## src/rtl/pdc_pkg.sv

```systemverilog
package pdc_pkg;

  // counter width of the CPU clock divider; must hold the largest divisor - 1
  localparam int DIV_CW = 6;

  typedef enum logic [1:0] {
    MODE_RUN  = 2'd0,
    MODE_IDLE = 2'd1,
    MODE_STOP = 2'd2,
    MODE_STAB = 2'd3
  } pdc_mode_e;

  // last count value of one CPU period for a divide code
  function automatic logic [DIV_CW-1:0] div_last(input logic [1:0] sel);
    case (sel)
      2'd0:    return DIV_CW'(3);
      2'd1:    return DIV_CW'(7);
      default: return DIV_CW'(63);
    endcase
  endfunction

  // number of counts in the high phase of the CPU clock
  function automatic logic [DIV_CW-1:0] div_half(input logic [1:0] sel);
    case (sel)
      2'd0:    return DIV_CW'(2);
      2'd1:    return DIV_CW'(4);
      default: return DIV_CW'(32);
    endcase
  endfunction

endpackage

```

## src/rtl/pdc_clk_div.sv

```systemverilog
module pdc_clk_div
  import pdc_pkg::*;
(
  input  logic       clk,
  input  logic       rst_n,
  input  logic [1:0] div_sel,
  input  logic       run_now,
  input  logic       halt,
  output logic       cpu_clk,
  output logic       cpu_tick,
  output logic       gate
);

  logic [DIV_CW-1:0] cnt_q;
  logic [DIV_CW-1:0] last_w;
  logic [1:0]        act_sel_q;
  logic              gate_q;
  logic              wrap_w;

  assign last_w = div_last(act_sel_q);
  assign wrap_w = (cnt_q == last_w);

  // divide code and gate are both latched only on the wrap, so every
  // CPU clock pulse is a whole period of one divisor
  always_ff @(posedge clk or negedge rst_n) begin
    if (!rst_n) begin
      cnt_q     <= '0;
      act_sel_q <= 2'd0;
      gate_q    <= 1'b0;
    end else if (!halt) begin
      if (wrap_w) begin
        cnt_q     <= '0;
        act_sel_q <= div_sel;
        gate_q    <= run_now;
      end else begin
        cnt_q <= cnt_q + 1'b1;
      end
    end
  end

  assign cpu_clk  = gate_q & (cnt_q < div_half(act_sel_q));
  assign cpu_tick = gate_q & wrap_w;
  assign gate     = gate_q;

  // the active divide code changes only right after a period end
  p_sel_on_boundary_r2 : assert property (@(posedge clk) disable iff (!rst_n)
    (act_sel_q != $past(act_sel_q)) |-> $past(wrap_w));

  // with the oscillator halted the divider does not move
  p_frozen_in_halt_r5 : assert property (@(posedge clk) disable iff (!rst_n)
    halt |=> $stable(cnt_q));

endmodule

```

## src/rtl/pdc_wake_qual.sv

```systemverilog
module pdc_wake_qual #(
  parameter int NIRQ       = 7,
  parameter int BARRED_IDX = 0
) (
  input  logic [NIRQ-1:0] irq_req,
  input  logic [NIRQ-1:0] irq_en,
  output logic            wake_pend,
  output logic            barred_pend
);

  logic [NIRQ-1:0] cand;

  generate
    for (genvar i = 0; i < NIRQ; i++) begin : g_src
      if (i == BARRED_IDX) begin : g_barred
        assign cand[i] = 1'b0;
      end else begin : g_open
        assign cand[i] = irq_req[i] & irq_en[i];
      end
    end
  endgenerate

  assign wake_pend   = |cand;
  assign barred_pend = irq_req[BARRED_IDX] & irq_en[BARRED_IDX];

endmodule

```

## src/rtl/pdc_stab_timer.sv

```systemverilog
module pdc_stab_timer #(
  parameter int CW        = 18,
  parameter int RST_LOG2  = 17,
  parameter int WAKE_BASE = 10
) (
  input  logic       clk,
  input  logic       rst_n,
  input  logic       load,
  input  logic [1:0] stab_sel,
  input  logic       count_en,
  output logic       done
);

  function automatic logic [CW-1:0] last_of(input int unsigned lg);
    logic [CW-1:0] one;
    one    = '0;
    one[0] = 1'b1;
    return (one << lg) - one;
  endfunction

  localparam logic [CW-1:0] RST_LAST = last_of(RST_LOG2);

  logic [CW-1:0] cnt_q;
  logic [CW-1:0] wake_last;

  always_comb wake_last = last_of(WAKE_BASE + 2 * int'(stab_sel));

  assign done = count_en & (cnt_q == '0);

  always_ff @(posedge clk or negedge rst_n) begin
    if (!rst_n) begin
      cnt_q <= RST_LAST;
    end else if (load) begin
      cnt_q <= wake_last;
    end else if (count_en && (cnt_q != '0)) begin
      cnt_q <= cnt_q - 1'b1;
    end
  end

  // each settling cycle short of the end removes exactly one count
  p_countdown_r7 : assert property (@(posedge clk) disable iff (!rst_n)
    (count_en && !done && !load) |=> (cnt_q == $past(cnt_q) - 1'b1));

endmodule

```

## src/rtl/pdc_mode_fsm.sv

```systemverilog
module pdc_mode_fsm
  import pdc_pkg::*;
(
  input  logic      clk,
  input  logic      rst_n,
  input  logic      idle_cmd,
  input  logic      stop_cmd,
  input  logic      wake_pend,
  input  logic      stab_done,
  output pdc_mode_e mode,
  output logic      stab_load
);

  pdc_mode_e st_q;
  pdc_mode_e st_d;

  always_comb begin
    st_d = st_q;
    case (st_q)
      MODE_RUN: begin
        if (!wake_pend) begin
          if (stop_cmd)      st_d = MODE_STOP;
          else if (idle_cmd) st_d = MODE_IDLE;
        end
      end
      MODE_IDLE: if (wake_pend) st_d = MODE_RUN;
      MODE_STOP: if (wake_pend) st_d = MODE_STAB;
      MODE_STAB: if (stab_done) st_d = MODE_RUN;
      default:   st_d = MODE_STAB;
    endcase
  end

  always_ff @(posedge clk or negedge rst_n) begin
    if (!rst_n) st_q <= MODE_STAB;
    else        st_q <= st_d;
  end

  assign mode      = st_q;
  assign stab_load = (st_q == MODE_STOP) & wake_pend;

  // stop is only ever entered from an accepted stop command
  p_stop_entry_r5 : assert property (@(posedge clk) disable iff (!rst_n)
    ((st_q == MODE_STOP) && ($past(st_q) != MODE_STOP)) |->
      ($past(stop_cmd) && !$past(wake_pend)));

  // a wake request ends idle on the very next edge
  p_idle_wake_r6 : assert property (@(posedge clk) disable iff (!rst_n)
    ((st_q == MODE_IDLE) && wake_pend) |=> (st_q == MODE_RUN));

  // without a wake request stop is held
  p_stop_hold_r8 : assert property (@(posedge clk) disable iff (!rst_n)
    ((st_q == MODE_STOP) && !wake_pend) |=> (st_q == MODE_STOP));

  // a pending wake request keeps the core running
  p_cmd_blocked_r9 : assert property (@(posedge clk) disable iff (!rst_n)
    ((st_q == MODE_RUN) && wake_pend) |=> (st_q == MODE_RUN));

endmodule

```

## src/rtl/pwr_clk_ctrl.sv

```systemverilog
module pwr_clk_ctrl
  import pdc_pkg::*;
#(
  parameter int NIRQ           = 7,
  parameter int BARRED_IDX     = 0,
  parameter int RST_LOG2       = 17,
  parameter int WAKE_BASE_LOG2 = 10
) (
  input  logic            osc_clk,
  input  logic            rst_n,
  input  logic [1:0]      div_sel,
  input  logic [1:0]      stab_sel,
  input  logic            idle_cmd,
  input  logic            stop_cmd,
  input  logic [NIRQ-1:0] irq_req,
  input  logic [NIRQ-1:0] irq_en,
  output logic            cpu_clk,
  output logic            cpu_tick,
  output logic            periph_en,
  output logic [1:0]      mode_code
);

  localparam int WAKE_MAX_LOG2 = WAKE_BASE_LOG2 + 6;
  localparam int STAB_CW =
    ((RST_LOG2 > WAKE_MAX_LOG2) ? RST_LOG2 : WAKE_MAX_LOG2) + 1;

  pdc_mode_e mode;
  logic      wake_pend;
  logic      barred_pend;
  logic      stab_done;
  logic      stab_load;
  logic      run_now;
  logic      halt;
  logic      gate;

  pdc_wake_qual #(
    .NIRQ       (NIRQ),
    .BARRED_IDX (BARRED_IDX)
  ) u_wake (
    .irq_req     (irq_req),
    .irq_en      (irq_en),
    .wake_pend   (wake_pend),
    .barred_pend (barred_pend)
  );

  pdc_mode_fsm u_fsm (
    .clk       (osc_clk),
    .rst_n     (rst_n),
    .idle_cmd  (idle_cmd),
    .stop_cmd  (stop_cmd),
    .wake_pend (wake_pend),
    .stab_done (stab_done),
    .mode      (mode),
    .stab_load (stab_load)
  );

  pdc_stab_timer #(
    .CW        (STAB_CW),
    .RST_LOG2  (RST_LOG2),
    .WAKE_BASE (WAKE_BASE_LOG2)
  ) u_stab (
    .clk      (osc_clk),
    .rst_n    (rst_n),
    .load     (stab_load),
    .stab_sel (stab_sel),
    .count_en (mode == MODE_STAB),
    .done     (stab_done)
  );

  assign run_now = (mode == MODE_RUN);
  // the oscillator halts only after the last CPU pulse has completed
  assign halt    = (mode == MODE_STOP) & ~gate;

  pdc_clk_div u_div (
    .clk      (osc_clk),
    .rst_n    (rst_n),
    .div_sel  (div_sel),
    .run_now  (run_now),
    .halt     (halt),
    .cpu_clk  (cpu_clk),
    .cpu_tick (cpu_tick),
    .gate     (gate)
  );

  assign periph_en = ~halt;
  assign mode_code = mode;

  // the barred source alone never ends idle
  p_barred_no_wake_r8 : assert property (@(posedge osc_clk) disable iff (!rst_n)
    ((mode == MODE_IDLE) && barred_pend && !wake_pend) |=> (mode == MODE_IDLE));

  // the CPU clock never ticks while settling with the gate shut
  p_quiet_settle_r3 : assert property (@(posedge osc_clk) disable iff (!rst_n)
    ((mode == MODE_STAB) && !gate) |=> !cpu_tick);

endmodule

```

## config.mk

```make
export PLATFORM = sky130hd
export DESIGN_NAME = pwr_clk_ctrl
export DESIGN_NICKNAME = d
export VERILOG_FILES = /design/src/rtl/pdc_pkg.sv /design/src/rtl/pdc_clk_div.sv /design/src/rtl/pdc_wake_qual.sv /design/src/rtl/pdc_stab_timer.sv /design/src/rtl/pdc_mode_fsm.sv /design/src/rtl/pwr_clk_ctrl.sv
export SDC_FILE = /design/constraint.sdc
export NUM_CORES = 1
export LEC_CHECK = 0
export BUFFER_PORTS_ARGS = -buffer_cell sky130_fd_sc_hd__buf_2
export CAP_MARGIN = 25
export CORE_MARGIN = 2
export CORE_UTILIZATION = 40
export CTS_BUF_LIST = sky130_fd_sc_hd__clkbuf_8
export CTS_CLUSTER_DIAMETER = 60
export DETAILED_ROUTE_END_ITERATION = 12
export PLACE_DENSITY = 0.66
export REMOVE_ABC_BUFFERS = 1
export SLEW_MARGIN = 20
export SYNTH_ARGS = -nofsm -noshare
export SYNTH_HDL_FRONTEND = slang
export SYNTH_HIERARCHICAL = 1
export SYNTH_SLANG_ARGS = --single-unit
```

## constraint.sdc

```tcl
create_clock -name osc_clk -period 4.43 [get_ports osc_clk]
set_clock_uncertainty 0.2 [all_clocks]
set_input_delay 0.6645 -clock osc_clk [delete_from_list [all_inputs] [get_ports osc_clk]]
set_output_delay 0.6645 -clock osc_clk [all_outputs]
set_load 0.02 [all_outputs]
```

# Yosys cells after proc, flatten, opt, wreduce, memory -nomap -nowiden
# Cells that the tools add are included.
# word_totals
reg_bits	29
elab_cells	55
# classes
add_sub_neg	4
magnitude_cmp	1
eq_ne	10
n_shift	1
muxes	12
n_bitwise	13
reduce_logical	9
# ops
operator	count
$mux 18	2
$sub 18x1->18 const B	2
$shl 1x32->18 const A	1
$pmux 6 s2	2
$logic_not 18->1	1
$reduce_bool 18->1	1
$mux 2	6
$and 1x1->1	11
$pmux 2 s4	1
$add 6x1->6 const B	1
$eq 6x6->1	1
$lt 6x6->1	1
$mux 6	1
$reduce_or 6->1	1
$add 4x3->5 const A	1
$reduce_and 5->1	1
$eq 2x1->1 const B	2
$eq 2x2->1 const B	2
$logic_not 2->1	2
$ne 2x1->1 const B	2
$ne 2x2->1 const B	2
$ne 3x3->1 const B	1
$not 1->1	2
$reduce_and 2->1	1
other kinds (2)	2

# Logic depth before layout (Yosys ltp)
# Gate-level depths: netlist of run 1.
# logic_depth
ltp_word	4
depth_mapped	15
ltp_nobuf	13

# Modules after synthesis
# The synthesis of run 1 kept the hierarchy.
# modules_own_cells
module	n_inst	cells_each	area_each_um2	seq_area_each_um2
pdc_stab_timer	1	135	1203.7	471.7
pdc_clk_div	1	51	531.8	225.2
pdc_mode_fsm	1	12	101.3	52.6
pdc_wake_qual	1	5	33.8	0.0
pwr_clk_ctrl	1	4	27.5	0.0

# Least setup slack after synthesis of run 1
# No wires, ideal clock.
# synth_path
path_type	input-to-reg
start	in irq_req[3]
end	reg u_stab.cnt_q[16]
setup_time_ns	0.093
arrival_ns	2.747
setup_slack_ns	1.390
path_stages	15
n_path_buf	2
cell_sequence	a22oi_1 > nand3_1 > inv_1 > nor3_1 > buf_2 > clkinv_1 > clkbuf_1 > nand2_1 > ha_1 > nor2b_1 > nor3b_1 > a32o_1 > nand3_1 > xor2_1 > o21ai_0
# synth_between
elab_chain_len	4
elab_cells_between_ends	5
# synth_lines
item	line_no	rtl
start: declaration	pwr_clk_ctrl.sv:15	input logic [NIRQ-1:0] irq_req,
$and 1x1->1 (*)	pdc_wake_qual.sv:18	assign cand[i] = irq_req[i] & irq_en[i];
$reduce_or 6->1 (*)	pdc_wake_qual.sv:23	assign wake_pend = |cand;
net wake_pend	pwr_clk_ctrl.sv:28	logic wake_pend;
$and 1x1->1 (*)	pdc_mode_fsm.sv:39	assign stab_load = (st_q == MODE_STOP) & wake_pend;
net stab_load	pwr_clk_ctrl.sv:31	logic stab_load;
$mux 18 / $reduce_bool 2->1 (equally long branches)	n/a	
end signal: assignment	pdc_stab_timer.sv:34	cnt_q <= wake_last;
end signal: assignment	pdc_stab_timer.sv:36	cnt_q <= cnt_q - 1'b1;
end: declaration	pdc_stab_timer.sv:23	logic [CW-1:0] cnt_q;
# The timed path passes the listed nets; every way through them passes the cells marked *.
# A chain may end at the register's enable or synchronous reset.

# Worst setup path after layout of run 1
# layout_path
start	reg u_fsm.st_q[1] (netlist: u_fsm/mode[1])
end	reg u_stab.cnt_q[15]
# layout_between
elab_chain_len	3
elab_cells_between_ends	6
# layout_lines
item	line_no	rtl
start: declaration	pdc_mode_fsm.sv:14	pdc_mode_e st_q;
start signal: assignment	pdc_mode_fsm.sv:35	else st_q <= st_d;
$eq 2x2->1 (*)	pdc_mode_fsm.sv:39	
$and 1x1->1 (*)	pdc_mode_fsm.sv:39	
net stab_load	pwr_clk_ctrl.sv:31	
$mux 18 / $reduce_bool 2->1 (equally long branches)	n/a	
# Marks and branches as above.

==> results of run 1 <==
## layout make-up
cell class                      count  area (um2)
Timing Repair Buffer               28         150
Fill cell                         463        2440
Sequential cell                    29         749
Clock buffer                        5        68.8
Tap cell                           54        67.6
Multi-Input combinational cell    164        1100
Clock inverter                      3        22.5
Inverter                            8        30.0
## report_power, final
| group | internal [uW] | switching, uW |
|---|---|---|
| Sequential | 384 | 125 |
| Clock | 110 | 118 |
| Combinational | 179 | 169 |
| Total | 673 | 412 |
## critical path, cell delays in order, from the launching register on
cell and delay [ns]:
dfstp_2 0.62, inv_1 0.08, nor3_2 0.20, buf_4 0.26, mux2_2 0.35, nor4_1 0.39, nor2_1 0.15, or3_2 0.46
nand3_1 0.09
## registers in the layout (all words and copies together), names as in the netlist
register and count:
u_div/act_sel_q 2, u_fsm/mode 2, u_stab/cnt_q 18, u_div/gate 1
u_div/cnt_q 6
## stage by stage
| stage | cell area (um2) | total power (uW) | setup slack [ns] | hold slack, ns |
|---|---|---|---|---|
| after floorplan | 1870 | 765 | 0.184 | 0.169 |
| after global placement | 2090 | 842 | 1.38 | 0.283 |
| after detailed placement | 2090 | 856 | 1.34 | 0.291 |
| after CTS | 2190 | 1090 | 1.58 | 0.214 |
| after global routing | 2190 | 1160 | 1.33 | 0.256 |
| final | 2190 | 1080 | 1.57 | 0.194 |
## final timing paths
kind	startpoint	to	slack, ns	cells after the start
worst min-delay path	rst_n	u_div/cnt_q[3]	0.19	1
worst max-delay path	u_fsm/mode[1]	u_stab/cnt_q[15]	1.57	8
min in group osc_clk	u_stab/cnt_q[1]	u_stab/cnt_q[1]	0.31	2
max in group asynchronous	rst_n	u_div/gate	3.43	1
worst max register to register	u_fsm/mode[1]	u_stab/cnt_q[15]	1.57	8
worst min register to register	u_stab/cnt_q[1]	u_stab/cnt_q[1]	0.31	2
## layer usage
| metal | up-vias | global-route usage [%] |
|---|---|---|
| li1 | 814 | - |
| met4 | 0 | 5.56 |
| met1 | 763 | 22.3 |
| met5 | - | 0 |
| met3 | 4 | 3.31 |
| met2 | 20 | 29.7 |
==> flow_summary.yaml, run 1 <==
drt:
  wl_met3_um: 108
  viasPerCell: 5.50
  ant_nets: 0
  drt_iter0_drc: 105
  dr.pass1.iters: 4
  num_vias: 1601
  wl_met2_um: 2000
  drc: 0
  finalWirelength_um: 4070
  met1_length_um: 1920
  dr.max_layer_used: "met4"
  routedWlPerCell_um: 14.0
setup_path:
  criticalPathCategory: "reg -> reg"
  required_ns: 4.46
  crit_fanout: 17
  startpoint_type: "register"
  cp-end-kind: "register"
  arrival_ns: 2.89
final_layout:
  areaGrowthSynthToFinish_pct: 15.5
  final_cell_mix: "nand2_1 (26), buf_2 (24), nor2_1 (19), dfstp_2 (19), a21oi_1 (15)"
  finalNonFillerCells: 291
  final_common_cell: "nand2_1"
  layout.nets: 262
  antenna_cells: 0
  post-route-util_pct: 47.2
  drive_above_1_share_pct: 32.9
sta:
  fin_crit_sh_pct: 64.5
  fin_tns_setup_ns: 0
  tightestPinTransition_ns: 0.728
  finalCriticalPeriod_ns: 2.86
  setup_viol: 0
  max_slew_margin_pct: 51.4
  fmax_mhz: 350
  hold_viol_final: 0
  drv_slew: 0
  rsz0062_at_grt: "no"
place:
  io_buffer_count: 24
  place_inst: 283
  place_congestion: 0.817
  dp.final_hpwl_um: 2920
global_routing:
  grt_pass1_vias: 1556
  track_usage_pct: 17.4
  grt_overflow_total: 0
  grt_pass1_wl_um: 7190
  grt_max_degree: 30
  antenna_found_initial: 0
run_status:
  status: "completed"
die:
  die_h_um: 72.8
  die_w_um: 72.8
  die_area_um2: 5300
  core_um2: 4630
  initial_utilization_pct: 40.9
  rows: 25
  io_pins: 27
flow_run:
  drv_cap: 0
power_and_ir_drop:
  p_leak_uw: 0.000913
  pwr_density_cell_nw_per_um2: 496
  ir_drop_mv: 0.262
clocking:
  postCtsSetupBuffers: 0
  root_buffer: "clkbuf_8"
  numClockSinks: 29
  clock_latency_ns: 0.29
  cts_resized: 0
  hold_buffers: 0
  cts_buffers: 5
  cts_tree: "built"
  clk_path_buf_depth: 2
  cts_max_level: 2
  clk_pin_slew_ns: 0.08
synth:
  synthCells: 206
  syn_area_um2: 1890
  ys_warn_count: 6
  synth_area_per_cell_um2: 9.18
hold_path:
  hold_class: "in -> async"
Note: power is estimated with default switching activity, not from simulation.
==> run 2: changes to the inputs <==
==> constraint.sdc (replaced) <==
create_clock -name osc_clk -period 2.82 [get_ports osc_clk]
set_clock_uncertainty 0.2 [all_clocks]
set_input_delay 0.423 -clock osc_clk [delete_from_list [all_inputs] [get_ports osc_clk]]
set_output_delay 0.423 -clock osc_clk [all_outputs]
set_load 0.02 [all_outputs]
==> run 2 against run 1 <==
Net effect: total power is 65% higher; hold slack worse by 0.025 ns; setup slack worse by 1.3 ns; count of clock-buffer cells in the layout is 1 higher; final cell count is 2.7% higher; sequential power is 57% higher; critical path depth stayed put; die area stayed put; core utilization is 2.0 points higher; flip-flop and latch count stayed put.
==> flow_summary.yaml, run 2 (same netlist as run 1, synthesis figures left out) <==
clocking:
  root_buffer: "clkbuf_8"
  clock_latency_ns: 0.28
  postCtsSetupBuffers: 0
  cts_max_level: 2
  cts_buffers: 5
  clk_path_buf_depth: 2
  clk_pin_slew_ns: 0.07
  cts_tree: "built"
  numClockSinks: 29
final_layout:
  final_common_cell: "nand2_1"
  regMostFlops: "u_stab/cnt_q"
  layout.nets: 270
  final_cell_mix: "nand2_1 (26), buf_2 (24), nor2_1 (19), dfstp_2 (19), a21oi_1 (15)"
  reg_top3: "u_stab/cnt_q (18), u_div/cnt_q (6)"
  antenna_cells: 0
  drive_above_1_share_pct: 35.5
  design_area_um2: 2280
  areaGrowthSynthToFinish_pct: 20.4
  finalNonFillerCells: 299
  largest_reg_flops: 18
global_routing:
  grt_overflow_total: 0
  grt_pass1_vias: 1608
  track_usage_pct: 17.5
  grt_max_degree: 30
  antenna_found_initial: 0
  grt_pass1_wl_um: 7310
setup_path:
  arrival_ns: 2.57
  startpoint_type: "register"
  crit_fanout: 9
  criticalPathCategory: "reg -> reg"
  cp-end-kind: "register"
  required_ns: 2.84
die:
  die_h_um: 72.8
  initial_utilization_pct: 40.9
  core_um2: 4630
  io_pins: 27
  die_area_um2: 5300
  rows: 25
  die_w_um: 72.8
drt:
  num_vias: 1598
  drt_iter0_drc: 90
  ant_nets: 0
  viasPerCell: 5.34
  finalWirelength_um: 3980
  drc: 0
  routedWlPerCell_um: 13.3
  dr.pass1.iters: 4
place:
  io_buffer_count: 24
  post_dp_cell_area_um2: 2150
  place_inst: 290
  place_congestion: 0.778
  dp.final_hpwl_um: 2970
hold_path:
  hold_class: "in -> reg"
sta:
  fin_tns_setup_ns: 0
  setup_viol: 0
  tightestPinTransition_ns: 0.635
  hold_viol_final: 0
  max_slew_margin_pct: 57.7
  fmax_mhz: 391
  finalCriticalPeriod_ns: 2.56
  fin_crit_sh_pct: 90.6
  rsz0062_at_grt: "no"
  drv_slew: 0
  whs_ns: 0.169
power_and_ir_drop:
  power_uw: 1790
  ir_drop_mv: 0.430
  p_leak_uw: 0.000979
  pwr_density_cell_nw_per_um2: 788
flow_run:
  drv_cap: 0
run_status:
  status: "completed"
run 2: changes by cell type in the layout (fill, tap and decap cells not counted), sizes merged:
cell,delta
bufinv,+1
clkbuf,+1
clkinvlp,-2
clkinv,-1
buf,+7
dlygate4sd3,+1
inv,+1
run 2: per-stage QoR:
stage          setup WS (ns)  util (%)
2_1_floorplan          -1.29         -
3_3_place_gp           0.125      46.4
3_5_place_dp          0.0422      46.4
4_1_cts                0.183      49.2
5_1_grt               0.0829      49.2
6_report               0.264      49.2
run 2: worst max-delay path, cell delays in order (launching register included):
cell and delay (ns):
dfstp_2 0.53, inv_1 0.05, nor3_2 0.24, buf_4 0.21
mux2_2 0.33, nor4_1 0.27, nor2_1 0.11, or3_2 0.45
nand3_1 0.09
run 2: what timing repair did:
item	CTS	global route
setup endpoints to repair	0	1
resized for setup	0	2
hold buffers	1	0
hold endpoints to repair	10	0
run 2: final cells by class:
type                    instances  area (um2)
fillers                       451        2350
multi-input cells             164        1100
well taps                      54        67.6
repair buffers                 36         213
clock inverters                 2        37.5
flip-flops and latches         29         749
inverters                       8        30.0
clock buffers                   6        82.6
run 2: path summary, 6_finish.rpt:
kind	start	to	slack [ns]	cells past startpoint
min in group asynchronous	rst_n	u_div/cnt_q[2]	0.51	2
max in group asynchronous	rst_n	u_div/cnt_q[3]	1.50	2
worst max-delay path	u_fsm/mode[1]	u_stab/cnt_q[15]	0.26	8
worst min-delay path	div_sel[1]	u_div/act_sel_q[1]	0.17	2
worst max register to register	u_fsm/mode[1]	u_stab/cnt_q[15]	0.26	8
worst min register to register	u_stab/cnt_q[1]	u_stab/cnt_q[1]	0.30	2
run 2: per-layer routing:
| layer | vias to the layer above | track usage, % | share of wire [%] | wire, um |
|---|---|---|---|---|
| met5 | - | 0 | 0 | 0 |
| met4 | 0 | 3.70 | 0.25 | 10 |
| met3 | 2 | 4.14 | 2.7 | 109 |
| met2 | 21 | 29.3 | 50 | 1970 |
| met1 | 737 | 23.2 | 47 | 1880 |
| li1 | 838 | - | - | - |
run 2: power by group:
| part | leakage, uW | internal (uW) | total [uW] | switching, uW |
|---|---|---|---|---|
| sequential | 0.000325 | 604 | 800 | 196 |
| combinational | 0.000597 | 281 | 545 | 264 |
| clock | 0.0000574 | 287 | 450 | 163 |
| total | 0.000979 | 1170 | 1790 | 622 |
==> run 3: changes to the inputs <==
--- a/config.mk
+++ b/config.mk
@@ -6,14 +6,15 @@
 export NUM_CORES = 1
 export LEC_CHECK = 0
 export BUFFER_PORTS_ARGS = -buffer_cell sky130_fd_sc_hd__buf_2
-export CAP_MARGIN = 25
+export CAP_MARGIN = 20
 export CORE_MARGIN = 2
-export CORE_UTILIZATION = 40
+export CORE_UTILIZATION = 30
 export CTS_BUF_LIST = sky130_fd_sc_hd__clkbuf_8
 export CTS_CLUSTER_DIAMETER = 60
 export DETAILED_ROUTE_END_ITERATION = 12
-export PLACE_DENSITY = 0.66
+export PLACE_DENSITY = 0.54
 export REMOVE_ABC_BUFFERS = 1
+export SETUP_SLACK_MARGIN = 0.3
 export SLEW_MARGIN = 20
 export SYNTH_ARGS = -nofsm -noshare
 export SYNTH_HDL_FRONTEND = slang
==> run 3 against run 2 <==
Net effect: die area is 31% higher; register-to-register slack gained 0.15 ns; critical path depth stayed put; combinational power up 7.3%; core utilization shrank 11 points; global-route usage decreased by 4.6 points; largest cell class unchanged; largest power group unchanged; highest routed layer unchanged.
==> flow_summary.yaml, run 3 (same netlist as run 1, synthesis figures left out) <==
run_status:
  status: "completed"
drt:
  drt_iter0_drc: 81
  dr.pass1.iters: 4
  num_vias: 1637
  ant_nets: 0
  finalWirelength_um: 4270
  viasPerCell: 5.07
  drc: 0
  routedWlPerCell_um: 13.2
clocking:
  cts_max_level: 2
  numClockSinks: 29
  cts_tree: "built"
  clock_latency_ns: 0.29
  root_buffer: "clkbuf_8"
  cts_buffers: 5
  clk_pin_slew_ns: 0.06
  clk_path_buf_depth: 2
die:
  die_w_um: 83.4
  io_pins: 27
  die_area_um2: 6960
  core_um2: 5990
  die_h_um: 83.4
  rows: 28
  initial_utilization_pct: 31.6
setup_path:
  crit_family: "simple AND/OR/NAND/NOR gates"
  crit_slowest_cell: "or4_1"
  arrival_ns: 2.42
  criticalPathCategory: "reg -> reg"
  cpMostUsedCell: "buf_4"
  crit_fanout: 5
  crit_chain: "or4_1, nor4_4, buf_4, nor4_2, buf_4, o21bai_1, xor2_1, o21ai_0"
  critical-path-max-stage-delay_ns: 0.62
  critPathBufInv: 2
  cp-end-kind: "register"
  startpoint_type: "register"
  required_ns: 2.83
place:
  io_buffer_count: 24
  dp.final_hpwl_um: 3080
  place_congestion: 0.811
  post_dp_cell_area_um2: 2150
  place_inst: 308
sta:
  hold_viol_final: 0
  rsz0062_at_grt: "yes"
  max_slew_margin_pct: 56.7
  finalCriticalPeriod_ns: 2.41
  fin_tns_setup_ns: 0
  fin_crit_sh_pct: 85.5
  drv_slew: 0
  tightestPinTransition_ns: 0.649
  setup_viol: 0
  fmax_mhz: 415
final_layout:
  largest_reg_flops: 18
  num-fill-cells: 602
  ff_latch_area_um2: 751
  antenna_cells: 0
  design_area_um2: 2310
  post-route-util_pct: 38.6
  final_cell_mix: "nand2_1 (26), buf_2 (24), dfstp_2 (19)"
  regMostFlops: "u_stab/cnt_q"
  multi_input_area_um2: 1120
  reg_top3: "u_stab/cnt_q (18), u_div/cnt_q (6)"
  final_common_cell: "nand2_1"
  drive_above_1_share_pct: 37.1
  layout.nets: 273
  finalNonFillerCells: 323
  areaGrowthSynthToFinish_pct: 22.3
global_routing:
  antenna_found_initial: 0
  track_usage_pct: 12.9
  grt_pass1_vias: 1562
  grt_pass1_wl_um: 7440
  grt_max_degree: 30
  grt_overflow_total: 0
power_and_ir_drop:
  pwr_density_cell_nw_per_um2: 738
  combPwrFrac_pct: 34.3
  clock_power_share_pct: 19.0
  power_uw: 1710
  power_switching_uw: 626
  p_int_uw: 1080
  ir_drop_mv: 0.420
  p_leak_uw: 0.000992
  sw_frac_of_total_pct: 36.7
  power_frac_seq_pct: 46.7
flow_run:
  drv_cap: 0
hold_path:
  hold_class: "in -> reg"
[run 3: worst paths after layout]
path	start	end	slack, ns	cells past startpoint
min in group asynchronous	rst_n	u_div/gate	0.52	2
setup reg to reg	u_stab/cnt_q[12]	u_stab/cnt_q[13]	0.41	8
max in group asynchronous	rst_n	u_div/act_sel_q[1]	1.45	2
setup / recovery	u_stab/cnt_q[12]	u_stab/cnt_q[13]	0.41	8
hold reg to reg	u_stab/cnt_q[1]	u_stab/cnt_q[1]	0.29	2
hold / removal	div_sel[1]	u_div/act_sel_q[1]	0.16	2
[run 3: cell type report]
type                            count  share of cell area, %
Sequential cell                    29                   32.4
Tap cell                           75                   4.06
Clock buffer                        5                   2.97
Clock inverter                      3                  0.541
Multi-Input combinational cell    164                   48.4
Timing Repair Buffer               39                   10.3
Inverter                            8                   1.30
[run 3: power by group through the flow]
stage / Combinational (uW) / Sequential [uW] / Clock, uW
2_1_floorplan: 446 / 756 / 0
3_3_place_gp: 527 / 807 / 0
3_5_place_dp: 542 / 809 / 0
4_1_cts: 547 / 803 / 334
5_1_grt: 662 / 829 / 357
6_report: 585 / 797 / 325
[run 3: timing repair]
| action | 4_1_cts | 5_1_grt |
|---|---|---|
| hold endpoints to repair | 10 | 0 |
| resized for setup | 2 | 7 |
| hold buffers | 1 | 0 |
| setup buffers | 0 | 6 |
| pin swaps | 0 | 1 |
| setup endpoints to repair | 2 | 6 |
[run 3: through the flow]
stage	setup slack (ns)	hold slack, ns
floorplan	-1.29	-0.0726
global placement	0.150	0.287
detailed placement	0.142	0.287
CTS	0.292	0.160
global route	0.293	0.160
finish	0.409	0.165
[run 3: layer usage]
layer  vias up  part of all wire, %  wire length [um]  global-route usage (%)
li1        838                    -                 -                       -
met1       768                   47              2030                    17.0
met2        25                   48              2030                    21.0
met3         6                  3.5               149                    3.88
met4         0                  1.3                57                    3.08
met5         -                    0                 0                       0
